### config.mk
export PLATFORM = sky130hd
export DESIGN_NAME = dp_alu_core
export DESIGN_NICKNAME = d
export VERILOG_FILES = /design/src/rtl/dp_alu_pkg.sv /design/src/rtl/dp_logic_unit.sv /design/src/rtl/dp_arith_unit.sv /design/src/rtl/dp_flag_select.sv /design/src/rtl/dp_alu_core.sv
export SDC_FILE = /design/constraint.sdc
export NUM_CORES = 1
export LEC_CHECK = 0
export BUFFER_PORTS_ARGS = -buffer_cell sky130_fd_sc_hd__buf_2
export CAP_MARGIN = 10
export CORE_AREA = 4 4 152 154
export CTS_CLUSTER_DIAMETER = 60
export DETAILED_ROUTE_END_ITERATION = 8
export DIE_AREA = 0 0 156 158
export PLACE_DENSITY = 0.7
export SYNTH_ARGS = -nofsm -noshare
export SYNTH_HDL_FRONTEND = slang
export SYNTH_SLANG_ARGS = --single-unit
### constraint.sdc
create_clock -name clk -period 5.5 [get_ports clk]
set_input_delay 1.1 -clock clk [delete_from_list [all_inputs] [get_ports clk]]
set_output_delay 1.1 -clock clk [all_outputs]
set_load 0.005 [all_outputs]
### src/rtl/dp_alu_pkg.sv
package dp_alu_pkg;

    typedef enum logic [3:0] {
        OP_AND = 4'h0, OP_EOR = 4'h1, OP_SUB = 4'h2, OP_RSB = 4'h3,
        OP_ADD = 4'h4, OP_ADC = 4'h5, OP_SBC = 4'h6, OP_RSC = 4'h7,
        OP_TST = 4'h8, OP_TEQ = 4'h9, OP_CMP = 4'hA, OP_CMN = 4'hB,
        OP_ORR = 4'hC, OP_MOV = 4'hD, OP_BIC = 4'hE, OP_MVN = 4'hF
    } alu_op_e;

    typedef enum logic [1:0] {
        FM_HOLD    = 2'd0,
        FM_RESTORE = 2'd1,
        FM_LOGIC   = 2'd2,
        FM_ARITH   = 2'd3
    } flag_mode_e;

    // Flag positions counted down from the top of the status word.
    localparam int FLAG_N_OFS = 1;
    localparam int FLAG_Z_OFS = 2;
    localparam int FLAG_C_OFS = 3;
    localparam int FLAG_V_OFS = 4;

    function automatic logic op_is_compare(input logic [3:0] op);
        return op[3:2] == 2'b10;
    endfunction

    function automatic logic op_is_arith(input logic [3:0] op);
        return (op[3:2] == 2'b01) || (op[3:1] == 3'b001) || (op[3:1] == 3'b101);
    endfunction

endpackage

### src/rtl/dp_logic_unit.sv
module dp_logic_unit
    import dp_alu_pkg::*;
#(
    parameter int DATA_W = 32
) (
    input  logic [3:0]        op,
    input  logic [DATA_W-1:0] a,
    input  logic [DATA_W-1:0] b,
    output logic [DATA_W-1:0] res
);

    always_comb begin
        unique case (alu_op_e'(op))
            OP_AND, OP_TST: res = a & b;
            OP_EOR, OP_TEQ: res = a ^ b;
            OP_ORR:         res = a | b;
            OP_MOV:         res = b;
            OP_BIC:         res = a & ~b;
            OP_MVN:         res = ~b;
            default:        res = a & b;
        endcase
    end

endmodule

### src/rtl/dp_arith_unit.sv
module dp_arith_unit
    import dp_alu_pkg::*;
#(
    parameter int DATA_W = 32
) (
    input  logic [3:0]        op,
    input  logic [DATA_W-1:0] a,
    input  logic [DATA_W-1:0] b,
    input  logic              carry_old,
    output logic [DATA_W-1:0] res,
    output logic              carry_out,
    output logic              ovf
);

    localparam int SUM_W = DATA_W + 1;

    logic [DATA_W-1:0] x_in;
    logic [DATA_W-1:0] y_in;
    logic              c_in;
    logic [SUM_W-1:0]  sum;

    // Subtraction as left + NOT right + carry; reverse forms swap sides.
    always_comb begin
        unique case (alu_op_e'(op))
            OP_ADD, OP_CMN: begin x_in = a; y_in = b;  c_in = 1'b0;      end
            OP_ADC:         begin x_in = a; y_in = b;  c_in = carry_old; end
            OP_SUB, OP_CMP: begin x_in = a; y_in = ~b; c_in = 1'b1;      end
            OP_RSB:         begin x_in = b; y_in = ~a; c_in = 1'b1;      end
            OP_SBC:         begin x_in = a; y_in = ~b; c_in = carry_old; end
            OP_RSC:         begin x_in = b; y_in = ~a; c_in = carry_old; end
            default:        begin x_in = a; y_in = b;  c_in = 1'b0;      end
        endcase
    end

    assign sum       = {1'b0, x_in} + {1'b0, y_in} + {{DATA_W{1'b0}}, c_in};
    assign res       = sum[DATA_W-1:0];
    assign carry_out = sum[DATA_W];
    assign ovf       = (x_in[DATA_W-1] ^ res[DATA_W-1]) & (y_in[DATA_W-1] ^ res[DATA_W-1]);

endmodule

### src/rtl/dp_flag_select.sv
module dp_flag_select
    import dp_alu_pkg::*;
#(
    parameter int DATA_W = 32,
    parameter int IDX_W  = 4
) (
    input  logic [3:0]        op,
    input  logic              set_flags,
    input  logic [IDX_W-1:0]  rd_idx,
    input  logic [DATA_W-1:0] logic_res,
    input  logic [DATA_W-1:0] arith_res,
    input  logic              arith_c,
    input  logic              arith_v,
    input  logic              shift_c,
    input  logic [DATA_W-1:0] stat_cur,
    input  logic [DATA_W-1:0] saved,
    output logic [DATA_W-1:0] stat_nxt
);

    localparam logic [IDX_W-1:0] PC_IDX = {IDX_W{1'b1}};
    localparam int BIT_N = DATA_W - FLAG_N_OFS;
    localparam int BIT_Z = DATA_W - FLAG_Z_OFS;
    localparam int BIT_C = DATA_W - FLAG_C_OFS;
    localparam int BIT_V = DATA_W - FLAG_V_OFS;

    flag_mode_e mode;

    always_comb begin
        if (op_is_compare(op)) begin
            mode = op[1] ? FM_ARITH : FM_LOGIC;
        end else if (!set_flags) begin
            mode = FM_HOLD;
        end else if (rd_idx == PC_IDX) begin
            mode = FM_RESTORE;
        end else if (op_is_arith(op)) begin
            mode = FM_ARITH;
        end else begin
            mode = FM_LOGIC;
        end
    end

    always_comb begin
        stat_nxt = stat_cur;
        unique case (mode)
            FM_HOLD:    stat_nxt = stat_cur;
            FM_RESTORE: stat_nxt = saved;
            FM_LOGIC: begin
                stat_nxt[BIT_N] = logic_res[DATA_W-1];
                stat_nxt[BIT_Z] = (logic_res == '0);
                stat_nxt[BIT_C] = shift_c;
            end
            FM_ARITH: begin
                stat_nxt[BIT_N] = arith_res[DATA_W-1];
                stat_nxt[BIT_Z] = (arith_res == '0);
                stat_nxt[BIT_C] = arith_c;
                stat_nxt[BIT_V] = arith_v;
            end
            default:    stat_nxt = stat_cur;
        endcase
    end

endmodule

### src/rtl/dp_alu_core.sv
module dp_alu_core
    import dp_alu_pkg::*;
#(
    parameter int DATA_W = 32,
    parameter int IDX_W  = 4
) (
    input  logic              clk,
    input  logic              rst,
    input  logic              valid,
    input  logic [3:0]        opcode,
    input  logic              set_flags,
    input  logic [IDX_W-1:0]  rd_idx,
    input  logic [DATA_W-1:0] op_a,
    input  logic [DATA_W-1:0] op_b,
    input  logic              shift_c,
    input  logic [DATA_W-1:0] saved_stat,
    output logic [DATA_W-1:0] result,
    output logic              rd_we,
    output logic [DATA_W-1:0] stat_next,
    output logic [DATA_W-1:0] stat_q
);

    localparam int BIT_C = DATA_W - FLAG_C_OFS;

    logic [DATA_W-1:0] logic_res;
    logic [DATA_W-1:0] arith_res;
    logic              arith_c;
    logic              arith_v;

    dp_logic_unit #(.DATA_W(DATA_W)) u_logic (
        .op  (opcode),
        .a   (op_a),
        .b   (op_b),
        .res (logic_res)
    );

    dp_arith_unit #(.DATA_W(DATA_W)) u_arith (
        .op        (opcode),
        .a         (op_a),
        .b         (op_b),
        .carry_old (stat_q[BIT_C]),
        .res       (arith_res),
        .carry_out (arith_c),
        .ovf       (arith_v)
    );

    dp_flag_select #(.DATA_W(DATA_W), .IDX_W(IDX_W)) u_flags (
        .op        (opcode),
        .set_flags (set_flags),
        .rd_idx    (rd_idx),
        .logic_res (logic_res),
        .arith_res (arith_res),
        .arith_c   (arith_c),
        .arith_v   (arith_v),
        .shift_c   (shift_c),
        .stat_cur  (stat_q),
        .saved     (saved_stat),
        .stat_nxt  (stat_next)
    );

    always_comb begin
        result = op_is_arith(opcode) ? arith_res : logic_res;
        rd_we  = valid && !op_is_compare(opcode);
    end

    always_ff @(posedge clk) begin
        if (rst) begin
            stat_q <= '0;
        end else if (valid) begin
            stat_q <= stat_next;
        end
    end

endmodule

==> results of run 1 <==
how the worst max path moves through the flow:
stage               endpoint       from  depth (start not counted)
3_3_place_gp   stat_next[30]  opcode[0]                         20
6_report       stat_next[30]  opcode[3]                         18
2_1_floorplan  stat_next[30]  opcode[2]                         19
3_5_place_dp   stat_next[30]  opcode[0]                         19
4_1_cts        stat_next[30]  opcode[3]                         21
5_1_grt        stat_next[30]  opcode[3]                         19
metal layers:
metal	vias to the layer above	track usage	wire (um)
met5	-	0	25
met4	4	0.0946	1120
met3	74	0.0416	3510
met2	542	0.418	14600
met1	4533	0.345	13800
li1	4779	-	-
timing repair:
| action | in CTS | in global routing |
|---|---|---|
| cloned | 0 | 0 |
| setup buffers | 7 | 2 |
| pin swaps | 18 | 7 |
| endpoints found under the setup margin | 10 | 18 |
| gates resized for setup | 57 | 38 |
| hold buffers | 0 | 0 |
worst reg2reg max path, cell delays in order (launching register included):
cell	delay, ps
dfxtp_1	420
a21oi_1	100
o22a_1	220
fa_2	430
inv_2	80
fa_2	230
a21o_1	150
buf_4	110
a2111oi_0	110
a31o_2	250
nor4_2	130
buf_4	150
nand4_1	110
nor4_2	370
and4_1	240
nand4_1	90
buf_4	180
buf_4	130
a31oi_1	140
report_power, final:
group          internal (mW)  switching [mW]
logic                  0.701           0.801
registers              0.239         0.00561
clock network          0.167           0.104
total                   1.11           0.911
kinds of logic (layout without fill, tap and decap cells):
| group | after synthesis | in the layout |
|---|---|---|
| simple gates | 361 | 361 |
| mux | 66 | 66 |
| compound gates | 410 | 410 |
| other cells | 0 | 1 |
| xor+xnor | 62 | 62 |
| fa+ha+maj | 65 | 65 |
| flops | 32 | 32 |
| buf+inv | 152 | 493 |
synth_stat cells, types with 21 or more instances:
cell type  instances  area share
dfxtp_1           32       0.085
o21ai_0          170        0.11
mux2_2            29       0.044
clkbuf_1          36       0.018
xnor2_1           34       0.040
mux2i_1           37       0.049
nor2_1            73       0.037
o22ai_1           21       0.018
buf_2             24       0.016
xor2_1            28       0.033
a21oi_1           88       0.059
nand2_1          165       0.083
inv_1             77       0.039
ha_1              63        0.11
nand3_1           21       0.014
area by class of cell:
cell class	instances	area [sq um]	share of cell area
multi-input cells	964	6510	0.616
repair buffers	408	2630	0.249
flip-flops and latches	32	641	0.0606
well taps	280	350	0.0332
inverters	77	289	0.0274
clock buffers	5	125	0.0118
clock inverters	3	18.8	0.00178
diodes	1	2.50	0.000237
through the flow:
step                      cells  hold slack, ps  total power, mW  TNS (ps)
after detailed placement   1753             481             1.63     -2580
after global routing       1769             519             2.15     -2730
final                      1770             490             2.02      -850
after global placement     1753             473             1.62     -1880
after floorplan            1148             474            0.967         0
after CTS                  1767             496             1.97      -603
==> metrics.yaml, run 1 <==
outcome:
  outcome: "finished with violations"
  violations: "negative setup slack"
synth:
  synth_edf_count: 0
  synth_fp_nets: 1322
  syn_area_sq_mm: 0.00750
  ys_seq_area_frac: 0.0854
  synthCells: 1148
  synth_warnings: 0
  yosys_most_used_dff: "dfxtp_1"
  synthSimpleGateAreaFrac: 0.221
  synth_compound_gate_area_share: 0.330
  synthXorXnorAreaFrac: 0.0724
  synth_top_family_by_area: "compound AO/OA/AOI/OAI gates"
  ys_seq_elements: 32
  synth_adder_area_share: 0.110
  synth_mux_area_frac: 0.0929
  synthArstFlopShare: 0
  ys_types: 77
  avgSynthCellArea_sq_um: 6.53
floorplan:
  dieHeight_um: 158
  num_rows: 54
  coreArea_sq_mm: 0.0217
  start_util: 0.346
  die_w_um: 156
  ios: 206
  fp.dieArea_sq_mm: 0.0246
min_path:
  hp-class: "flop to flop"
  worstHoldStart: "stat_q[31]"
  whs_path_depth: 2
  hold_end: "stat_q[31]"
cells_and_area:
  final_util: 0.487
  area_delta_synth_final_pct: 40.9
  stdcell_area_sq_mm: 0.0106
  final_common_cell: "buf_2"
  reg.largest.list: "stat_q x32"
  final_cell_mix: "buf_2, buf_4, nand2_1"
  n_fill_cell: 2180
  finalNetCount: 1662
  largest_register_ffs: 32
  drive_above_1_share: 0.359
  top_register: "stat_q"
worst_setup_path:
  path_class: "primary input to output port"
  r2r_end: "stat_q[30]"
  ff2ff_setup_slack_ps: 1790
  crit_family: "simple AND/OR/NAND/NOR gates"
  cpMostUsedCell: "buf_4"
  end_kind: "output port"
  crit_path_cell_trace: "buf_6 > nand3b_1 > buf_4 > buf_4 > o21ai_0 > ha_2 > a21oi_2 > nand2_2 > a311oi_4 > buf_4 > xor2_1 > nand4_1 > nor4_2 > and4_1 > nand4_1 > buf_4 > a21oi_2 > buf_2"
  cp-start-kind: "primary input"
  cpPeakStageDelay_ps: 380
  arrival_ps: 4720
  ff2ff_path_depth: 18
  crit_buf_inv: 6
  critPathMaxFanout: 7
  worst_r2r_startpoint: "stat_q[29]"
  cp_slowest_cell: "ha_2"
  cp_data_required_time_ps: 4400
drt:
  drt_wl_total_um: 33100
  first_pass_iters: 6
  dr.first_iter.drc_count: 788
  vias_per_cell: 5.61
  drtAntennaViolNets: 0
  wl_per_cell_um: 18.7
  vias: 9932
  post-route-drc-count: 0
power:
  irDropWorstVdd_mv: 0.167
  p_leak_nw: 5.21
  p_per_area_mw_per_mm2: 191
sta:
  period_share: 1.06
  setup_slack_ps: -324
  setup_viol: 6
  max_clock_freq_mhz: 172
  final_hold_viol_count: 0
  period_needed_ps: 5820
  slew_violations: 0
  grt_setup_unrepaired: "true"
  relSlewSlack: 0.313
  worst_pin_slew_ps: 1020
  skew_ps: 5.15
grt:
  grt_pass1_vias: 9523
  grt_max_degree: 60
  grt.overflow.total: 0
  grt_usage: 0.258
  grt_first_pass_wirelength_um: 51100
  antenna_found_initial: 2
clocking:
  cts_sinks: 32
  clk_latency_ps: 280
  clk_path_buf_depth: 2
  cts_root_buffer: "clkbuf_16"
  numCtsBuffers: 5
  path_clk_slew_ps: 50
  htreeDepth: 2
  cts_tree: "done"
placement:
  placed_area_sq_mm: 0.0100
  dp_slack_ps: -443
  hpwlAfterDp_um: 26700
  place.gp.congestion: 0.981
  io_buffers: 205
run:
  cap_violations: 0
No activity file was read; power rests on OpenSTA's default activity.
==> inputs of run 2 (changes only) <==
--- a/constraint.sdc
+++ b/constraint.sdc
@@ -3,2 +3,2 @@
 set_output_delay 1.1 -clock clk [all_outputs]
-set_load 0.005 [all_outputs]
+set_load 0.01 [all_outputs]
==> run 2 against run 1 <==
Effect of this change: the run still ends with negative setup slack left; via count is 0.38% lower; worst hold slack worse by 5.2 ps; clock power is 17% higher; clock skew is 1.7 ps lower; sequential cell count stayed put; largest cell class unchanged.
==> metrics.yaml, run 2 (synthesized netlist as in run 1, its figures left out) <==
power:
  power.switching_mw: 0.933
  p_per_area_mw_per_mm2: 196
  irDropWorstVdd_mv: 0.181
  seq_power_share: 0.117
  power_frac_clock: 0.151
  p_int_mw: 1.15
  p_leak_nw: 5.20
  swShare: 0.447
  power_frac_comb: 0.732
sta:
  setup_viol: 5
  setup_slack_ps: -282
  fin_setup_tns_ps: -508
  period_share: 1.05
  skew_ps: 3.45
  period_needed_ps: 5780
  grt_setup_unrepaired: "true"
  max_clock_freq_mhz: 173
  worst_pin_slew_ps: 896
  slew_violations: 0
  holdWs_ps: 485
  final_hold_viol_count: 0
  relSlewSlack: 0.403
run:
  cap_violations: 0
placement:
  hpwlAfterDp_um: 26200
  placedCellCount: 1745
  io_buffers: 205
  place.gp.congestion: 0.949
worst_setup_path:
  cpPeakStageDelay_ps: 340
  critPathMaxFanout: 5
  cp_slowest_cell: "fa_2"
  cpMostUsedCell: "buf_4"
  crit_buf_inv: 7
  cp_data_required_time_ps: 4400
  path_class: "primary input to output port"
  cp-start-kind: "primary input"
  arrival_ps: 4680
  crit_path_cell_trace: "buf_2 > and2_4 > o21ai_4 > nor2_2 > a211oi_2 > fa_2 > inv_2 > fa_2 > buf_4 > nand3_2 > a21oi_4 > o211ai_1 > nand3_1 > a31oi_1 > buf_4 > xnor2_1 > a211oi_1 > buf_4 > nand4_1 > buf_6 > a21oi_2 > buf_2"
  crit_family: "compound AO/OA/AOI/OAI gates"
  end_kind: "output port"
drt:
  first_pass_iters: 5
  vias_per_cell: 5.60
  post-route-drc-count: 0
  drtAntennaViolNets: 0
  vias: 9894
  wl_per_cell_um: 18.3
  dr.first_iter.drc_count: 881
  drt_wl_total_um: 32400
cells_and_area:
  largest_register_ffs: 32
  final_common_cell: "buf_2"
  finalNetCount: 1659
  n_fill_cell: 2180
  final_cell_mix: "buf_2, buf_4, nand2_1"
  top_register: "stat_q"
  drive_above_1_share: 0.360
  area_delta_synth_final_pct: 41.9
  final_cells: 1767
  reg.largest.list: "stat_q x32"
grt:
  antenna_found_initial: 2
  met1_usage: 0.332
  grt_max_degree: 60
  grt_usage: 0.249
  grt_pass1_vias: 9281
  gr-usage-met2: 0.410
  grt_first_pass_wirelength_um: 49100
  globalRouteMet3Util: 0.0446
  top_usage_layer: "met2"
  grt.overflow.total: 0
clocking:
  numCtsBuffers: 5
  path_clk_slew_ps: 50
  cts_root_buffer: "clkbuf_16"
  cts_hold_buf: 0
  cts_tree: "done"
  cts_sinks: 32
  htreeDepth: 2
  clk_path_buf_depth: 2
  clk_latency_ps: 280
floorplan:
  fp.dieArea_sq_mm: 0.0246
  dieHeight_um: 158
  start_util: 0.346
  ios: 206
  coreArea_sq_mm: 0.0217
  num_rows: 54
  die_w_um: 156
outcome:
  violations: "negative setup slack"
  outcome: "finished with violations"
min_path:
  hp-class: "flop to flop"
run 2: cell types whose count changed in the layout (fill, tap and decap cells not counted), moves of 3 or more:
| cell | change |
|---|---|
| a21oi_2 | -4 |
| buf_4 | -10 |
| buf_6 | +6 |
| buf_8 | +3 |
| ha_1 | -6 |
| ha_2 | +5 |
| o21ai_0 | -8 |
| o21ai_1 | +9 |
run 2: layout make-up:
class                      instances  area, sq um  share of cell area
antenna                            1         2.50            0.000235
sequential                        32          641              0.0602
multi-input combinational        964         6550               0.616
tap                              280          350              0.0329
timing repair buffer             405         2640               0.248
clock inverter                     3         42.5             0.00400
clock buffer                       5          125              0.0118
inverter                          77          289              0.0272
run 2: power groups by stage:
stage,Combinational [mW],Clock (mW),Sequential [mW]
after floorplan,0.748,0,0.251
after global placement,1.37,0,0.248
after detailed placement,1.39,0,0.249
after CTS,1.45,0.322,0.244
after global routing,1.65,0.328,0.245
final,1.53,0.316,0.244
run 2: worst paths after layout:
| kind | slack (ps) | depth (start not counted) | end | start |
|---|---|---|---|---|
| max | -280 | 22 | stat_next[30] | opcode[2] |
| min | 480 | 2 | stat_q[31] | stat_q[31] |
| max reg2reg | 2000 | 17 | stat_q[30] | stat_q[29] |
| min reg2reg | 480 | 2 | stat_q[31] | stat_q[31] |
run 2: per-layer routing:
metal  vias up  share of wire
li1       4776              -
met1      4591           0.43
met2       465           0.45
met3        58          0.094
met4         4          0.027
met5         -        0.00065
run 2: per-stage QoR:
stage / setup WS [ps] / cell area [sq um] / power [mW] / util
2_1_floorplan: 5.80 / 7550 / 1.00 / -
3_3_place_gp: -549 / 9970 / 1.62 / 0.460
3_5_place_dp: -523 / 9970 / 1.64 / 0.460
4_1_cts: -243 / 10400 / 2.02 / 0.480
5_1_grt: -426 / 10600 / 2.22 / 0.491
6_report: -282 / 10600 / 2.09 / 0.491
run 2: worst reg2reg max path, cell delays in order, from the launching register on:
cell,delay [ps]
dfxtp_1,410
a21oi_2,90
o22a_1,200
fa_2,390
inv_2,70
fa_2,190
buf_4,120
nand3_2,110
a21oi_4,250
o211ai_1,200
buf_4,170
a22oi_1,180
o22ai_2,110
nor4_2,300
and4_1,240
nand4_1,110
buf_6,160
a31oi_1,150
run 2: timing repair:
| item | CTS | global route |
|---|---|---|
| pin swaps | 34 | 32 |
| resized for setup | 66 | 59 |
| buffers inserted | 6 | 7 |
| setup endpoints to repair | 10 | 17 |
| endpoints found under the hold margin | 0 | 0 |
